[src/rtl/setclr_pkg.sv]
package setclr_pkg;
    localparam int DATA_W      = 32;
    localparam int ADDR_W      = 8;
    localparam logic [ADDR_W-1:0] OFS_SET = 8'h10;
    localparam logic [ADDR_W-1:0] OFS_CLR = 8'h14;

    // bit positions decoded by neighbouring logic
    localparam int B_TGT_RST  = 0;
    localparam int B_TAP_RST  = 1;
    localparam int B_PWR_EN   = 3;
    localparam int B_LED_A    = 4;
    localparam int B_LED_B    = 5;
    localparam int B_RST_SEEN = 6;
    localparam int B_PWR_DROP = 7;
    localparam int B_ADAPT    = 8;
    localparam int B_RCLK_TO  = 10;

    localparam int N_FLAGS    = 3;
    localparam int N_EXT      = 2;

    localparam logic [DATA_W-1:0] CTRL_MASK =
        (DATA_W'(1) << B_TGT_RST) | (DATA_W'(1) << B_TAP_RST) |
        (DATA_W'(1) << B_PWR_EN)  | (DATA_W'(1) << B_LED_A)   |
        (DATA_W'(1) << B_LED_B)   | (DATA_W'(1) << B_ADAPT);

    typedef enum logic {
        FLAG_CLEAR = 1'b0,
        FLAG_HELD  = 1'b1
    } flag_state_t;
endpackage

[src/rtl/setclr_sync.sv]
module setclr_sync #(
    parameter int STAGES = 2,
    parameter bit RST_VAL = 1'b0
) (
    input  logic clk,
    input  logic rst_n,
    input  logic d_i,
    output logic q_o
);
    logic [STAGES-1:0] chain_q;

    generate
        for (genvar s = 0; s < STAGES; s++) begin : g_stage
            always_ff @(posedge clk or negedge rst_n) begin
                if (!rst_n)
                    chain_q[s] <= RST_VAL;
                else if (s == 0)
                    chain_q[s] <= d_i;
                else
                    chain_q[s] <= chain_q[(s == 0) ? 0 : s-1];
            end
        end
    endgenerate

    assign q_o = chain_q[STAGES-1];
endmodule

[src/rtl/setclr_flag.sv]
module setclr_flag
    import setclr_pkg::*;
(
    input  logic clk,
    input  logic rst_n,
    input  logic event_i,
    input  logic rearm_i,
    output logic flag_o
);
    flag_state_t state_q, state_d;

    always_comb begin
        state_d = state_q;
        unique case (state_q)
            FLAG_CLEAR: if (event_i) state_d = FLAG_HELD;       // capture
            FLAG_HELD:  if (rearm_i && !event_i) state_d = FLAG_CLEAR; // rearm
            default:    state_d = FLAG_CLEAR;
        endcase
    end

    always_ff @(posedge clk or negedge rst_n) begin
        if (!rst_n)
            state_q <= FLAG_CLEAR;
        else
            state_q <= state_d;
    end

    always_comb begin
        flag_o = (state_q == FLAG_HELD);
    end
endmodule

[src/rtl/setclr_ctrl.sv]
module setclr_ctrl
    import setclr_pkg::*;
(
    input  logic              clk,
    input  logic              rst_n,
    input  logic              set_hit_i,
    input  logic              clr_hit_i,
    input  logic [DATA_W-1:0] mask_i,
    output logic [DATA_W-1:0] ctrl_o
);
    logic [DATA_W-1:0] ctrl_q, set_v, clr_v;

    always_comb begin
        set_v = set_hit_i ? (mask_i & CTRL_MASK) : '0;
        clr_v = clr_hit_i ? (mask_i & CTRL_MASK) : '0;
    end

    always_ff @(posedge clk or negedge rst_n) begin
        if (!rst_n)
            ctrl_q <= '0;
        else
            ctrl_q <= (ctrl_q | set_v) & ~clr_v;
    end

    assign ctrl_o = ctrl_q;
endmodule

[src/rtl/setclr_ctrl_status.sv]
module setclr_ctrl_status
    import setclr_pkg::*;
#(
    parameter int SYNC_STAGES = 2
) (
    input  logic              clk,
    input  logic              rst_n,
    input  logic [ADDR_W-1:0] bus_addr,
    input  logic              bus_wr,
    input  logic [DATA_W-1:0] bus_wdata,
    output logic [DATA_W-1:0] bus_rdata,
    output logic              tgt_rst_o,
    output logic              tap_rst_o,
    output logic              tgt_pwr_en_o,
    output logic [1:0]        led_o,
    output logic              adaptive_clk_sel_o,
    input  logic              tgt_rst_sense_n_i,
    input  logic              pwr_drop_i,
    input  logic              rclk_timeout_i
);
    localparam int FLAG_POS [N_FLAGS] = '{B_RST_SEEN, B_PWR_DROP, B_RCLK_TO};

    logic              set_hit, clr_hit;
    logic [DATA_W-1:0] ctrl_w, status_w;
    logic [N_EXT-1:0]  ext_raw, ext_sync;
    logic [N_FLAGS-1:0] flag_evt, flag_rearm, sticky_q;

    assign set_hit = bus_wr && (bus_addr == OFS_SET);
    assign clr_hit = bus_wr && (bus_addr == OFS_CLR);

    setclr_ctrl u_ctrl (
        .clk       (clk),
        .rst_n     (rst_n),
        .set_hit_i (set_hit),
        .clr_hit_i (clr_hit),
        .mask_i    (bus_wdata),
        .ctrl_o    (ctrl_w)
    );

    // event levels of the external senses, active high
    assign ext_raw = {pwr_drop_i, ~tgt_rst_sense_n_i};

    generate
        for (genvar e = 0; e < N_EXT; e++) begin : g_ext
            setclr_sync #(.STAGES(SYNC_STAGES), .RST_VAL(1'b0)) u_sync (
                .clk   (clk),
                .rst_n (rst_n),
                .d_i   (ext_raw[e]),
                .q_o   (ext_sync[e])
            );
            assign flag_evt[e]   = ext_sync[e];
            assign flag_rearm[e] = set_hit && bus_wdata[FLAG_POS[e]];
        end
    endgenerate

    assign flag_evt[2]   = rclk_timeout_i;
    assign flag_rearm[2] = clr_hit && bus_wdata[B_RCLK_TO];

    generate
        for (genvar f = 0; f < N_FLAGS; f++) begin : g_flag
            setclr_flag u_flag (
                .clk     (clk),
                .rst_n   (rst_n),
                .event_i (flag_evt[f]),
                .rearm_i (flag_rearm[f]),
                .flag_o  (sticky_q[f])
            );
        end
    endgenerate

    always_comb begin
        status_w = '0;
        for (int f = 0; f < N_FLAGS; f++)
            status_w[FLAG_POS[f]] = sticky_q[f];
    end

    always_comb begin
        bus_rdata = (bus_addr == OFS_SET) ? (ctrl_w | status_w) : '0;
    end

    always_comb begin
        tgt_rst_o          = ctrl_w[B_TGT_RST];
        tap_rst_o          = ctrl_w[B_TAP_RST];
        tgt_pwr_en_o       = ctrl_w[B_PWR_EN];
        led_o              = {ctrl_w[B_LED_B], ctrl_w[B_LED_A]};
        adaptive_clk_sel_o = ctrl_w[B_ADAPT];
    end
endmodule

[config.mk]
export PLATFORM = sky130hd
export DESIGN_NAME = setclr_ctrl_status
export DESIGN_NICKNAME = d
export VERILOG_FILES = /design/src/rtl/setclr_pkg.sv /design/src/rtl/setclr_sync.sv /design/src/rtl/setclr_flag.sv /design/src/rtl/setclr_ctrl.sv /design/src/rtl/setclr_ctrl_status.sv
export SDC_FILE = /design/constraint.sdc
export NUM_CORES = 1
export LEC_CHECK = 0
export BUFFER_PORTS_ARGS = -buffer_cell sky130_fd_sc_hd__clkbuf_2
export CAP_MARGIN = 20
export CORE_UTILIZATION = 26
export CTS_BUF_LIST = sky130_fd_sc_hd__clkbuf_16
export CTS_CLUSTER_DIAMETER = 30
export DETAILED_ROUTE_END_ITERATION = 6
export GPL_ROUTABILITY_DRIVEN = 0
export GPL_TIMING_DRIVEN = 0
export HOLD_SLACK_MARGIN = 0.1
export PLACE_DENSITY = 0.63
export SLEW_MARGIN = 10
export SYNTH_ARGS = -nofsm -noshare
export SYNTH_HDL_FRONTEND = slang
export SYNTH_SLANG_ARGS = --single-unit
[constraint.sdc]
create_clock -name clk -period 1.5 [get_ports clk]
set_input_delay 0.15 -clock clk [delete_from_list [all_inputs] [get_ports clk]]
set_output_delay 0.15 -clock clk [all_outputs]
set_load 0.1 [all_outputs]
# After elaboration in Yosys (flattened, before gate mapping)
# Index checks and enable logic that the tools add are counted.
op_classes:
  n_eq_ne: 2
  n_mux: 12
  bitwise_logic: 8
  n_reduce_logical: 11
op_table:
  columns: ["cell", "n"]
  rows:
  - ["AND 32 bit", 1]
  - ["two-way mux 32 bit", 1]
  - ["NOT 32 bit", 1]
  - ["bitwise OR 32 x 11 -> 32 bit", 1]
  - ["bitwise OR 32 bit", 1]
  - ["two-way mux 9 bit", 2]
  - ["equality test 8 x 5 -> 1 bit (second input constant)", 2]
  - ["logical AND 1 bit", 8]
  - ["two-way mux 1 bit", 6]
  - ["one-hot mux 1 bit (2 select lines)", 3]
  - ["NOT 1 bit", 4]
  - ["zero test 1 bit", 3]
word_totals:
  regBits: 39
  in_bits: 46
  output_inout_bits: 38
  elab_cells: 41

# Longest topological paths before layout
depth:
  ltp_word: 6
  ltp_mapped: 4
  depth_no_buf: 3

# By module
# From an unflattened synthesis, not the netlist that was laid out.
hier_totals:
  cells_unflattened: 143
  area_unflattened_um2: 1216.2
modules_own_cells:
  columns: ["mod", "instances", "cells_per_inst", "area_per_inst_um2", "seq_area_each_um2"]
  rows:
  - ["setclr_ctrl_status", 1, 85, 598.1, 0.0]
  - ["setclr_ctrl", 1, 45, 409.1, 150.1]
  - ["setclr_flag", 3, 3, 36.3, 25.0]
  - ["setclr_sync", 2, 2, 50.0, 50.0]

# Worst setup path after synthesis
# No wires, ideal clock.
synth_path:
  kind: "reg-to-output"
  from: "reg u_ctrl.ctrl_q[8], in the netlist u_ctrl.ctrl_o[8]"
  to: "out bus_rdata[8]"
  arrival_time_ns: 3.141
  required_time_ns: 1.350
  path_slack_ns: -1.791
  path_stages_with_launch: 3
  n_path_buf: 0
  cell_sequence: "dfrtp_1 -> inv_1 -> nor3_1"
synth_between:
  elab_chain_len: 2
synth_lines:
  columns: ["item", "line_no", "text"]
  rows:
  - ["from (decl)", "setclr_ctrl.sv:11", "logic [DATA_W-1:0] ctrl_q, set_v, clr_v;"]
  - ["from (signal assigned)", "setclr_ctrl.sv:22", "ctrl_q <= (ctrl_q | set_v) & ~clr_v;"]
  - ["bitwise OR 32 x 11 -> 32 bit", "setclr_ctrl_status.sv:78", "bus_rdata = (bus_addr == OFS_SET) ? (ctrl_w | status_w) : '0;"]
  - ["two-way mux 32 bit", "setclr_ctrl_status.sv:78", null]
  - ["to (decl)", "setclr_ctrl_status.sv:11", "output logic [DATA_W-1:0] bus_rdata,"]
# No other way between the ends.

# Worst setup path after layout
layout_path:
  from: "in bus_addr[6]"
  to: "out bus_rdata[4]"
layout_between:
  elab_chain_len: 2
layout_lines:
  columns: ["item", "line_no", "text"]
  rows:
  - ["from (decl)", "setclr_ctrl_status.sv:8", "input logic [ADDR_W-1:0] bus_addr,"]
  - ["equality test 8 x 5 -> 1 bit", "setclr_ctrl_status.sv:78", null]
  - ["two-way mux 32 bit", "setclr_ctrl_status.sv:78", null]
# No other way between the ends.

==> results.md <==
* Area of the mapped netlist at 779 um2
* Total GRT Usage at 0.125
* Overall die area at 3220 um2
* Fill count at 247
* Pwr per Cell Area at 936 nW/um2
* Drt initial violations at 22
* Clock Pin Slew Worst Setup and Hold Paths at 0.04 ns
* Global-route wire length before repair at 2990 um
* Peak Freq at 630 MHz
* Fraction of power consumed by the clock network at 0.354
* Net Switching at 0.551 mW
* Setup Viol. Count Final at 8
* Power Internal at 0.826 mW
* DPL Wire Length at 1360 um
* Synthesized netlist cell count at 76
* Static leakage at 0.742 nW
* Clock network latency to the later pin of the worst-skew pair at 0.24 ns
* GRT overflow at 0
* Number of failing hold endpoints at the final stage at 0
* Clock skew at 0.000404 ns
* Site row count at 19
* Share of final-layout standard cells stronger than drive strength 1 at 0.595
* Layout-stage area growth over the synthesis result at 88.6%
* Violations in the final reports: design-rule violations, negative setup slack
* Slew margin rel. at 0.440
* Ports at 84
* Yosys Warn Count at 0
* Via count of the first global-routing pass at 675
* Critical Path RT at 1.35 ns
* Crit Path Max Fanout at 8
* Maximum clock path buffer count at 2
* Worst hold path cell count at 2
* Via count at 737
* Period utilisation layout at 1.06
* Kind of critical path: in2out
* Die Height at 56.8 um
* Largest net degree at the start of global routing at 14
* Final min period at 1.59 ns
* Mapped Avg Cell Area at 10.3 um2
* Actual transition at the worst max-transition pin at 0.833 ns
* Total count of max-transition violations in the final report at 0
* Status: finished, violations left
* WP data arrival at 1.44 ns
* Die outline width at 56.8 um
* DRC violations left at 12
* Final worst setup slack at -0.0867 ns
* Dpl cells at 165
* Maximum level of the CTS H-tree at 1
* Sequential power share at 0.279
* Sum of routed wire length over all layers at 1880 um
* Worst-case vdd ir drop at 714 uV
* Area post-placement at 1120 um2
* Min-delay worst type: in2reg
* Detailed-route wire length per cell at 10.5 um
* Clock root buffer master: clkbuf_16
* Post-DRT Antenna Nets at 0
* Path depth of the worst reg2reg path at 2
* Final cell count without fillers at 179
* Sequential fraction of the synthesis area at 0.417
* Combinational fraction of design power at 0.367
* CP startpoint kind: input port
* Initial standard-cell utilization of the core at 0.278
* Antenna violations before repair at 0
* Synth Register Bits at 13
* Clock Sinks at 13
* Cts bufs inserted at 3
* Vias per cell at 4.12
* Max-capacitance violation count at 0
* Cell variety after synth at 21
* Net switching fraction of the power at 0.400
* Final Net Count at 195
* Endpoint kind of the worst setup timing path: output pin
* Layout Cell Area excl Fill at 1470 um2
* Number of port buffers at 36
* TritonCTS clock tree: built
* Antenna cells at 0
* Core Box Area at 2810 um2
* First-pass DRT Iterations at 6
* Unrepaired setup endpoints after global routing: true
-- routing by layer --
metal	track usage	vias up	part of all wire
li1	-	369	-
met5	0	-	0
met2	0.213	48	0.48
met1	0.142	316	0.41
met3	0.0207	4	0.080
met4	0.0836	0	0.026
-- worst paths after layout --
kind,end,startpoint,slack (ns)
max,bus_rdata[4],bus_addr[6],-0.09
min,u_ctrl.ctrl_o[3],bus_wdata[3],0.12
max reg2reg,u_ctrl.ctrl_o[0],u_ctrl.ctrl_o[0],0.69
min reg2reg,g_ext[0].u_sync.q_o,g_ext[0].u_sync.chain_q[0],0.34
max in group asynchronous,u_ctrl.ctrl_o[8],rst_n,0.89
min in group asynchronous,g_ext[1].u_sync.chain_q[0],rst_n,0.34
-- sequential cells by signal, summed over array words and instances (netlist names) --
signal and cells:
u_ctrl.ctrl_o 6, g_flag.u_flag.flag_o 3, g_ext.u_sync.chain_q 2, g_ext.u_sync.q_o 2
-- cell usage after synthesis --
cell / count / share of area
nand4_1: 2 / 0.016
a41oi_1: 5 / 0.056
nor3_1: 2 / 0.013
nand2_1: 2 / 0.0096
or4b_4: 1 / 0.018
buf_4: 23 / 0.22
inv_1: 2 / 0.0096
a31oi_1: 5 / 0.040
a21o_1: 1 / 0.0096
o31ai_1: 2 / 0.019
mux2i_1: 1 / 0.013
nor4b_2: 1 / 0.019
conb_1: 1 / 0.0048
buf_1: 1 / 0.0048
nor2_4: 1 / 0.014
dfrtp_1: 13 / 0.42
or4_4: 1 / 0.014
nand2b_1: 2 / 0.016
and2_1: 8 / 0.064
and2_2: 1 / 0.0096
and3_2: 1 / 0.0096
-- placed cells by master, fill, tap and decap left out, types with 2 or more instances in the layout --
cell | netlist | routed
nand2b_1 | 2 | 2
conb_1 | 1 | 23
nand4_1 | 2 | 2
clkbuf_16 | 0 | 11
o31ai_1 | 2 | 2
inv_1 | 2 | 3
a41oi_1 | 5 | 5
a31oi_1 | 5 | 5
and2_4 | 0 | 8
buf_4 | 23 | 28
dlygate4sd3_1 | 0 | 5
nand2_1 | 2 | 2
dfrtp_1 | 13 | 7
dfrtp_2 | 0 | 5
clkbuf_2 | 0 | 26
-- metrics by stage --
step	setup TNS, ns	worst slack, ns	utilization	power [mW]	hold WS, ns
after global placement	-3.59	-0.389	0.400	0.869	0.0598
final	-0.666	-0.0867	0.524	1.38	0.116
after CTS	-0.885	-0.114	0.514	1.38	0.116
after detailed placement	-3.78	-0.407	0.400	0.872	0.0598
after global routing	-1.46	-0.135	0.524	1.42	0.137
after floorplan	-0.200	-0.200	-	0.809	-0.146
-- layout make-up --
cell class              instances  area [um2]  share of cell area
clock buffers                   3        75.1              0.0511
inverters                       2        7.51             0.00511
plain buffers                  24         176               0.120
repair buffers                 46         449               0.306
clock inverters                 1        3.75             0.00255
well taps                      31        38.8              0.0264
multi-input cells              59         384               0.261
flip-flops and latches         13         335               0.228
-- critical path, cell delays in order --
cell and delay (ns):
buf_6 0.09, or4b_4 0.58, nor2_4 0.22, and2_4 0.20, clkbuf_16 0.19
-- cells by family (layout without fill, tap and decap cells) --
kind of cell           Yosys count  in the layout  synth area share
buffers and inverters           26             76             0.236
AND/OR/NAND/NOR                 22             22             0.204
AO/OA/AOI/OAI                   13             13             0.125
flip-flops                      13             13             0.417
other                            1             23           0.00481
multiplexers                     1              1            0.0128
-- power by group through the flow --
| stage | clock network (mW) | logic (mW) | registers [mW] |
|---|---|---|---|
| final | 0.487 | 0.505 | 0.384 |
| after global routing | 0.515 | 0.523 | 0.386 |
| after CTS | 0.495 | 0.499 | 0.384 |
| after detailed placement | 0 | 0.483 | 0.389 |
| after global placement | 0 | 0.481 | 0.388 |
| after floorplan | 0 | 0.331 | 0.479 |
-- what timing repair did --
item,in CTS,in global routing
hold endpoints to repair,17,0
hold buffers,5,0
endpoints found under the setup margin,9,8
setup buffers,3,2
pin swaps,11,2
resized for setup,26,3
No activity file was read; power rests on OpenSTA's default activity.
